==> src/rtl/mac_pkg.sv <==
package mac_pkg;
  typedef struct packed {
    logic inh;     // [5] block accumulator write
    logic sub;     // [4] subtract / negate
    logic acc_en;  // [3] accumulate
    logic square;  // [2] square mode
    logic one_op;  // [1] single operand launch
    logic uns;     // [0] unsigned operands
  } mac_ctrl_t;

  localparam int unsigned CTRL_W      = 6;
  localparam int unsigned CLR_BIT     = 6;
  localparam int unsigned ADDR_CTRL   = 0;
  localparam int unsigned ADDR_OPA    = 1;
  localparam int unsigned ADDR_OPB    = 2;
  localparam int unsigned ADDR_ACC0   = 3;
  localparam int unsigned SH_WORDS    = 2;
endpackage

==> src/rtl/mac_opseq.sv <==
module mac_opseq (
  input  logic       clk_i,
  input  logic       rst_ni,
  input  logic       clr_i,
  input  logic       wr_a_i,
  input  logic       wr_b_i,
  input  logic       one_op_i,
  input  logic       square_i,
  output logic       fire_o,
  output logic [1:0] seen_o
);
  logic a_seen_q, b_seen_q;

  assign fire_o = (wr_a_i || wr_b_i) &&
                  (one_op_i || square_i || (wr_a_i && b_seen_q) || (wr_b_i && a_seen_q));
  assign seen_o = {b_seen_q, a_seen_q};

  always_ff @(posedge clk_i or negedge rst_ni) begin
    if (!rst_ni) begin
      a_seen_q <= 1'b0;
      b_seen_q <= 1'b0;
    end else if (clr_i || fire_o) begin
      a_seen_q <= 1'b0;
      b_seen_q <= 1'b0;
    end else begin
      a_seen_q <= a_seen_q | wr_a_i;
      b_seen_q <= b_seen_q | wr_b_i;
    end
  end
endmodule

==> src/rtl/mac_arith.sv <==
module mac_arith
  import mac_pkg::*;
#(
  parameter int unsigned OP_W  = 16,
  parameter int unsigned ACC_W = 48,
  parameter int unsigned SH_W  = 32
) (
  input  logic [OP_W-1:0]  op_a_i,
  input  logic [OP_W-1:0]  op_b_i,
  input  mac_ctrl_t        ctrl_i,
  input  logic [ACC_W-1:0] acc_i,
  output logic [ACC_W-1:0] res_o,
  output logic [SH_W-1:0]  sh_o,
  output logic             ovf_o
);
  localparam int unsigned PW = 2 * OP_W;
  localparam int unsigned M  = ACC_W - 1;

  logic [PW-1:0]    prod_u, prod_s;
  logic [ACC_W-1:0] prod_e, addend, sum;
  logic [ACC_W:0]   ext;
  logic             s_ovf;

  assign prod_u = {{OP_W{1'b0}}, op_a_i} * {{OP_W{1'b0}}, op_b_i};
  assign prod_s = $signed({{OP_W{op_a_i[OP_W-1]}}, op_a_i}) *
                  $signed({{OP_W{op_b_i[OP_W-1]}}, op_b_i});

  assign prod_e = ctrl_i.uns ? {{(ACC_W-PW){1'b0}}, prod_u}
                             : {{(ACC_W-PW){prod_s[PW-1]}}, prod_s};
  assign addend = ctrl_i.sub ? (~prod_e + 1'b1) : prod_e;

  // one adder, top bit carries the unsigned carry or borrow
  assign ext = ctrl_i.sub ? ({1'b0, acc_i} - {1'b0, prod_e})
                          : ({1'b0, acc_i} + {1'b0, prod_e});
  assign sum = ext[ACC_W-1:0];

  assign s_ovf = ctrl_i.sub ? ((acc_i[M] != prod_e[M]) && (sum[M] != acc_i[M]))
                            : ((acc_i[M] == prod_e[M]) && (sum[M] != acc_i[M]));

  always_comb begin
    if (ctrl_i.acc_en) begin
      res_o = sum;
      ovf_o = ctrl_i.uns ? ext[ACC_W] : s_ovf;
    end else begin
      res_o = addend;
      ovf_o = ctrl_i.sub && ctrl_i.uns;
    end
    sh_o = (ctrl_i.acc_en && !ctrl_i.inh) ? addend[SH_W-1:0] : res_o[SH_W-1:0];
  end
endmodule

==> src/rtl/mac_unit.sv <==
module mac_unit
  import mac_pkg::*;
#(
  parameter  int unsigned OP_W      = 16,
  parameter  int unsigned ACC_WORDS = 3,
  localparam int unsigned N_REGS    = ADDR_ACC0 + ACC_WORDS + SH_WORDS,
  localparam int unsigned AW        = $clog2(N_REGS)
) (
  input  logic            clk_i,
  input  logic            rst_ni,
  input  logic [AW-1:0]   addr_i,
  input  logic [OP_W-1:0] wdata_i,
  input  logic            we_i,
  output logic [OP_W-1:0] rdata_o
);
  localparam int unsigned ACC_W   = OP_W * ACC_WORDS;
  localparam int unsigned SH_W    = OP_W * SH_WORDS;
  localparam int unsigned ADDR_SH = ADDR_ACC0 + ACC_WORDS;

  mac_ctrl_t        ctrl_q;
  logic [OP_W-1:0]  opa_q, opb_q;
  logic [ACC_W-1:0] acc_q, res;
  logic [SH_W-1:0]  sh_q, sh_n;
  logic             ovf_q, ovf_n, pend_q, fire;
  logic [1:0]       seen;
  logic             wr_ctrl, wr_a, wr_b, clr;
  logic [OP_W-1:0]  acc_w [ACC_WORDS];
  logic [OP_W-1:0]  sh_w  [SH_WORDS];

  assign wr_ctrl = we_i && (addr_i == AW'(ADDR_CTRL));
  assign wr_a    = we_i && (addr_i == AW'(ADDR_OPA));
  assign wr_b    = we_i && (addr_i == AW'(ADDR_OPB));
  assign clr     = wr_ctrl && wdata_i[CLR_BIT];

  mac_opseq u_seq (
    .clk_i    (clk_i),
    .rst_ni   (rst_ni),
    .clr_i    (clr),
    .wr_a_i   (wr_a),
    .wr_b_i   (wr_b),
    .one_op_i (ctrl_q.one_op),
    .square_i (ctrl_q.square),
    .fire_o   (fire),
    .seen_o   (seen)
  );

  mac_arith #(.OP_W(OP_W), .ACC_W(ACC_W), .SH_W(SH_W)) u_arith (
    .op_a_i (opa_q),
    .op_b_i (opb_q),
    .ctrl_i (ctrl_q),
    .acc_i  (acc_q),
    .res_o  (res),
    .sh_o   (sh_n),
    .ovf_o  (ovf_n)
  );

  always_ff @(posedge clk_i or negedge rst_ni) begin
    if (!rst_ni) begin
      ctrl_q <= '0;
      opa_q  <= '0;
      opb_q  <= '0;
      acc_q  <= '0;
      sh_q   <= '0;
      ovf_q  <= 1'b0;
      pend_q <= 1'b0;
    end else begin
      pend_q <= fire;
      if (wr_ctrl) ctrl_q <= mac_ctrl_t'(wdata_i[CTRL_W-1:0]);
      if (clr) begin
        opa_q  <= '0;
        opb_q  <= '0;
        acc_q  <= '0;
        ovf_q  <= 1'b0;
        pend_q <= 1'b0;
      end else begin
        if (wr_a) begin
          opa_q <= wdata_i;
          if (ctrl_q.square) opb_q <= wdata_i;
        end
        if (wr_b) begin
          opb_q <= wdata_i;
          if (ctrl_q.square) opa_q <= wdata_i;
        end
        for (int k = 0; k < ACC_WORDS; k++)
          if (we_i && (addr_i == AW'(ADDR_ACC0 + k))) acc_q[k*OP_W +: OP_W] <= wdata_i;
        // launched result overrides a same-cycle bus write
        if (pend_q) begin
          if (!ctrl_q.inh) acc_q <= res;
          ovf_q <= ovf_n;
          sh_q  <= sh_n;
        end
      end
    end
  end

  for (genvar g = 0; g < ACC_WORDS; g++) begin : g_accw
    assign acc_w[g] = acc_q[g*OP_W +: OP_W];
  end
  for (genvar g = 0; g < SH_WORDS; g++) begin : g_shw
    assign sh_w[g] = sh_q[g*OP_W +: OP_W];
  end

  always_comb begin
    rdata_o = '0;
    if (addr_i == AW'(ADDR_CTRL)) rdata_o = OP_W'({ovf_q, 1'b0, ctrl_q});
    if (addr_i == AW'(ADDR_OPA))  rdata_o = opa_q;
    if (addr_i == AW'(ADDR_OPB))  rdata_o = opb_q;
    for (int k = 0; k < ACC_WORDS; k++)
      if (addr_i == AW'(ADDR_ACC0 + k)) rdata_o = acc_w[k];
    for (int k = 0; k < SH_WORDS; k++)
      if (addr_i == AW'(ADDR_SH + k)) rdata_o = sh_w[k];
  end
endmodule

==> config.mk <==
export PLATFORM = sky130hd
export DESIGN_NAME = mac_unit
export DESIGN_NICKNAME = d
export VERILOG_FILES = /design/src/rtl/mac_pkg.sv /design/src/rtl/mac_opseq.sv /design/src/rtl/mac_arith.sv /design/src/rtl/mac_unit.sv
export SDC_FILE = /design/constraint.sdc
export NUM_CORES = 2
export LEC_CHECK = 0
export BUFFER_PORTS_ARGS = -buffer_cell sky130_fd_sc_hd__buf_2
export CORE_ASPECT_RATIO = 0.7
export CORE_MARGIN = 2
export CORE_UTILIZATION = 47
export DETAILED_ROUTE_END_ITERATION = 16
export MAX_ROUTING_LAYER = met4
export PLACE_DENSITY = 0.73
export SYNTH_ARGS = -nofsm -noshare
export SYNTH_HDL_FRONTEND = slang
export SYNTH_HIERARCHICAL = 1
export SYNTH_SLANG_ARGS = --single-unit
==> constraint.sdc <==
create_clock -name clk_i -period 18.96 [get_ports clk_i]
set_input_delay 0 -clock clk_i [delete_from_list [all_inputs] [get_ports clk_i]]
set_output_delay 0 -clock clk_i [all_outputs]
set_load 0.02 [all_outputs]
* Word-level counts from Yosys, hierarchy flattened
Index checks and enable logic that the tools add are counted.
Word-level totals: register bits 122, bits of input ports 22, output and inout port bits 16, word-level logic and storage cells 94
Cells by class: add/sub/neg operators 3, multiply operators 2, eq/ne operators 10, multiplexer cells 35, bitwise logic cells 4, reduce and logical (&&, ||, !) cells 26
Operators by type and width (number):
- 16-bit 2-to-1 mux | 18
- 48-bit 2-to-1 mux | 6
- 16-bit by 16-bit multiplier with 32-bit output | 2
- 48-bit by 48-bit adder with 49-bit output | 1
- 49-bit 2-to-1 mux | 1
- 48-bit by 48-bit subtractor with 49-bit output | 1
- 48-bit by 1-bit adder with 48-bit output, second input constant | 1
- 48-bit NOT | 1
- 32-bit 2-to-1 mux | 1
- 1-bit logical AND | 14
- 3-bit equality test, second input constant | 4
- 1-bit 2-to-1 mux | 8
- 8-bit 2-to-1 mux | 1
- 3-bit by 2-bit equality test with 1-bit output, second input constant | 2
- 3-bit nonzero test | 2
- 1-bit logical OR | 5
- 2-bit AND reduction | 2
- 3-bit by 1-bit equality test with 1-bit output, second input constant | 1
- 3-bit logical NOT | 1
- 1-bit inequality test | 2
- 1-bit bitwise OR | 2
- 2-bit nonzero test | 1
- 1-bit equality test | 1
- 1-bit logical NOT | 1
- 1-bit NOT | 1

* Longest topological paths before layout
depth in word-level cells 11, mapped depth 45, gate-level depth less buffers 42

* Cells and area by module
Netlist, hierarchy kept.
By module, submodules not included:
- mac_arith | instances 1, cells each 2550, area an instance 20609.8 um^2, sequential area each 0.0 um^2
- mac_unit | instances 1, cells each 552, area an instance 6329.8 um^2, sequential area each 3002.9 um^2
- mac_opseq | instances 1, cells each 12, area an instance 122.6 um^2, sequential area each 50.0 um^2

* Least setup slack after synthesis
Ideal clock, no wire load.
kind register to register, start point reg opa_q[6], end point reg ovf_q, setup time 132 ps, data arrival time 9545 ps, required time 18828 ps, slack 9283 ps, stages on the path, launching flop included 43, buffers on the path 2, clock period less this slack 9677 ps, cells stage by stage dfrtp_1 clkbuf_1 and2_1 fa_1 inv_1 fa_1 inv_1 fa_1 inv_1 fa_1 inv_1 fa_1 inv_1 fa_1 inv_1 ha_1 clkbuf_1 and3_1 [... 7 more ...] nand2_2 nor2_1 a21oi_1 a21oi_1 ha_1 a21oi_1 o21a_1 o21ai_0 a31oi_1 o21ai_0 o41ai_1 o21ai_0 o21a_1 o311a_1 a221oi_1 o22ai_1 mux2i_1 nor2_1
On the way: cells in the longest elaborated chain, start to end 11, elaborated cells on any way between the ends 16, classes of those cells add/sub (2); mul (2); eq/ne (3); mux (7); reduce/logical (2)
RTL lines:
- from (decl) | RTL line mac_unit.sv:21 | logic [OP_W-1:0] opa_q, opb_q;
- from (signal assigned) | RTL line mac_unit.sv:77 | opa_q <= wdata_i;
- from (signal assigned) | RTL line mac_unit.sv:82 | if (ctrl_q.square) opa_q <= wdata_i;
- 16-bit by 16-bit multiplier with 32-bit output, on equally long branches | RTL line mac_arith.sv:25, mac_arith.sv:24
- 48-bit 2-to-1 mux (*) | RTL line mac_arith.sv:28 | assign prod_e = ctrl_i.uns ? {{(ACC_W-PW){1'b0}}, prod_u}
- 48-bit by 48-bit adder with 49-bit output / 48-bit by 48-bit subtractor with 49-bit output (equally long branches) | RTL line mac_arith.sv:34, mac_arith.sv:33
- 49-bit 2-to-1 mux | RTL line mac_arith.sv:33 | assign ext = ctrl_i.sub ? ({1'b0, acc_i} - {1'b0, prod_e})
- 1-bit inequality test | RTL line mac_arith.sv:37, mac_arith.sv:38
- 1-bit logical AND, on equally long branches | RTL line mac_arith.sv:38, mac_arith.sv:37
- 1-bit 2-to-1 mux | RTL line mac_arith.sv:37 | assign s_ovf = ctrl_i.sub ? ((acc_i[M] != prod_e[M]) && (sum[M] != acc_i[M]))
- 1-bit 2-to-1 mux (*) | RTL line mac_arith.sv:43 | ovf_o = ctrl_i.uns ? ext[ACC_W] : s_ovf;
- 1-bit 2-to-1 mux (*) | RTL line mac_arith.sv:41 | if (ctrl_i.acc_en) begin
- via ovf_n | RTL line mac_unit.sv:24 | logic ovf_q, ovf_n, pend_q, fire;
- 1-bit 2-to-1 mux (*) | RTL line mac_unit.sv:87 | if (pend_q) begin
- 1-bit 2-to-1 mux (*) | RTL line mac_unit.sv:69 | if (clr) begin
- to (signal assigned) | RTL line mac_unit.sv:89 | ovf_q <= ovf_n;
- to (decl) | RTL line mac_unit.sv:24
The timed path passes the listed nets; every way through them passes the cells marked *. The select of a mux whose other input is x is not followed. A chain may end at the register's enable or synchronous reset.

* Worst setup path after layout
start point reg opb_q[9], end point reg acc_q[46]
On the way: cells in the longest elaborated chain, start to end 9, elaborated cells on any way between the ends 13, classes of those cells add/sub (3); mul (2); mux (7); bitwise (1)
RTL lines:
- from (decl) | RTL line mac_unit.sv:21
- from (signal assigned) | RTL line mac_unit.sv:78 | if (ctrl_q.square) opb_q <= wdata_i;
- from (signal assigned) | RTL line mac_unit.sv:81 | opb_q <= wdata_i;
- 16-bit by 16-bit multiplier with 32-bit output, on equally long branches | RTL line mac_arith.sv:25, mac_arith.sv:24
- 48-bit 2-to-1 mux (*) | RTL line mac_arith.sv:28
- 48-bit NOT | RTL line mac_arith.sv:30 | assign addend = ctrl_i.sub ? (~prod_e + 1'b1) : prod_e;
- 48-bit by 1-bit adder with 48-bit output | RTL line mac_arith.sv:30
- 48-bit 2-to-1 mux | RTL line mac_arith.sv:30
- 48-bit 2-to-1 mux (*) | RTL line mac_arith.sv:41
- via res[46] | RTL line mac_unit.sv:22 | logic [ACC_W-1:0] acc_q, res;
- 48-bit 2-to-1 mux (*) | RTL line mac_unit.sv:88 | if (!ctrl_q.inh) acc_q <= res;
- 48-bit 2-to-1 mux (*) | RTL line mac_unit.sv:87
- 48-bit 2-to-1 mux (*) | RTL line mac_unit.sv:69
- to (signal, indexed assignment) | RTL line mac_unit.sv:85 | if (we_i && (addr_i == AW'(ADDR_ACC0 + k))) acc_q[k*OP_W +: OP_W] <= wdata_i;
- to (signal assigned) | RTL line mac_unit.sv:88
- to (decl) | RTL line mac_unit.sv:22
The timed path passes the listed nets; every way through them passes the cells marked *.

==> results.json <==
{
  "clkLatencyLatePin_ns": 0.45,
  "ios": 38,
  "clockBufferDepth": 2,
  "row_count": 73,
  "end_kind": "flip-flop",
  "status": "complete, no violations",
  "crit_required_ns": 19.24,
  "syn_to_final_growth_pct": 5.69,
  "dp_cells": 3781,
  "remaining_drc_errors": 0,
  "hold_violations": 0,
  "vias": 22804,
  "grt_pass1_vias": 22121,
  "hold_path_class": "input port to flip-flop",
  "max_stage_delay_ns": 0.95,
  "antenna_found_initial": 2,
  "max_freq_ghz": 0.0848,
  "final_cell_mix": "513 x inv_1, 367 x fa_1, 305 x nand2_1, 201 x nor2_1, 201 x ha_1",
  "cap_violations": 0,
  "r2r-start": "opb_q[9]$_DFFE_PN0P_",
  "crit_slowest_cell": "dfrtp_1",
  "tns_ns": 0,
  "post_cts_buffers": 0,
  "layout_commonest_cell": "inv_1",
  "dieArea_um2": 59500,
  "finish.utilization": 0.503,
  "layout-drive-gt1-share": 0.0718,
  "worst-setup-path-type": "flip-flop to flip-flop",
  "grt_pass1_wl_mm": 135,
  "netlist_instances": 3112,
  "drt_iter0_drc": 2933,
  "fin_hold_ws_ns": 0.154,
  "die_h_um": 205,
  "core_area_um2": 56800,
  "viasPerCell": 5.95,
  "start_kind": "flip-flop",
  "cts_tree": "built",
  "finClkSkew_ns": 0.0191,
  "routed_wl_mm": 86.8,
  "cts_buffers": 17,
  "portBuffers": 37,
  "gp_congestion": 1.04,
  "finalCritPeriodShare": 0.622,
  "crit_arrival_ns": 12.07,
  "dr.pass1.iters": 6,
  "root_buffer": "clkbuf_16",
  "wire_per_inst_um": 22.6,
  "avgSynthCellArea_um2": 8.69,
  "rsz0062_at_grt": "no",
  "dp_hpwl_mm": 68.7,
  "holdPathStages": 3,
  "setup_viol": 0,
  "finalMaxSlewViolations": 0,
  "dieWidth_um": 291,
  "grt_overflow": 0,
  "slew-limit-headroom": 0.258,
  "cts.repair.resized": 0,
  "fill_cells": 5223,
  "grt_start_max_net_pins": 97,
  "hold_buffers": 17,
  "path_clk_slew_ns": 0.06,
  "r2r_cells": 37,
  "hold_end": "u_seq/b_seen_q$_DFF_PN0_",
  "rr_endpoint": "acc_q[46]$_DFF_PN0_",
  "cpMostUsedCell": "fa_1",
  "finalNonFillerCells": 3834,
  "min_from": "we_i",
  "antenna_left": 0,
  "syn-cell-area_um2": 27000,
  "cts.htree.levels": 4,
  "finalCriticalPeriod_ns": 11.80,
  "r2r_slack_ns": 7.16,
  "fin_nets": 3657,
  "tightest_slew_ns": 1.11,
  "grt_use_total": 0.305,
  "crit_fanout": 18,
  "synth_fp_nets": 3702,
  "ys_warn_count": 6,
  "start_util": 0.476,
  "cts_sinks": 122
}
metal layers:
layer | share of wire | up-vias | GRT usage | routed length [um]
met5 | 0 | - | - | 0
met4 | 0.022 | 0 | 0.0635 | 1940
met3 | 0.13 | 118 | 0.0966 | 11300
met2 | 0.40 | 1297 | 0.408 | 34500
met1 | 0.45 | 11225 | 0.447 | 39100
li1 | - | 10164 | - | -
stage by stage:
| step | setup slack, ns | cell area (um2) |
|---|---|---|
| 2_1_floorplan | 9.28 | 27000 |
| 6_report | 7.16 | 28600 |
| 3_3_place_gp | 7.42 | 27700 |
| 5_1_grt | 6.52 | 28600 |
| 4_1_cts | 7.46 | 28600 |
| 3_5_place_dp | 7.52 | 27700 |
critical path, delay by kind of cell, from the launching register on:
family                   cells  cell delay [ns]
adder cells (fa/ha/maj)      8             3.95
AO/OA/AOI/OAI               12             3.01
AND/OR/NAND/NOR             10             2.84
flip-flops                   1             0.95
multiplexers                 1             0.36
buffers and inverters        5             0.30
XOR/XNOR                     1             0.19
registers in the layout, indices dropped and copies added, names as in the netlist:
register / flops
ctrl_q: 6
opa_q: 16
acc_q: 48
ovf_q: 1
opb_q: 16
u_seq/a_seen_q: 1
sh_q: 32
u_seq/b_seen_q: 1
pend_q: 1
cell type report:
| type | count | area (um2) | area share |
|---|---|---|---|
| clock inverters | 13 | 214 | 0.00748 |
| inverters | 515 | 1930 | 0.0676 |
| repair buffers | 75 | 515 | 0.0180 |
| multi-input cells | 2336 | 21500 | 0.751 |
| clock buffers | 19 | 443 | 0.0155 |
| well taps | 750 | 938 | 0.0328 |
| diodes | 4 | 10.0 | 0.000350 |
| flip-flops and latches | 122 | 3060 | 0.107 |
worst max-delay path by stage:
| stage | from | end | slack [ns] | cells after the start |
|---|---|---|---|---|
| global route | opb_q[9]$_DFFE_PN0P_ | ovf_q$_DFFE_PN0P_ | 6.52 | 39 |
| detailed placement | opb_q[9]$_DFFE_PN0P_ | ovf_q$_DFFE_PN0P_ | 7.52 | 39 |
| floorplan | opa_q[6]$_DFF_PN0_ | ovf_q$_DFFE_PN0P_ | 9.28 | 42 |
| CTS | opb_q[9]$_DFFE_PN0P_ | ovf_q$_DFFE_PN0P_ | 7.46 | 39 |
| finish | opb_q[9]$_DFFE_PN0P_ | acc_q[46]$_DFF_PN0_ | 7.16 | 37 |
| global placement | opb_q[9]$_DFFE_PN0P_ | ovf_q$_DFFE_PN0P_ | 7.42 | 39 |
Power is left out: the tool's default activity adds up to more than one toggle a clock period on the data nets, which glitch-free logic cannot reach.
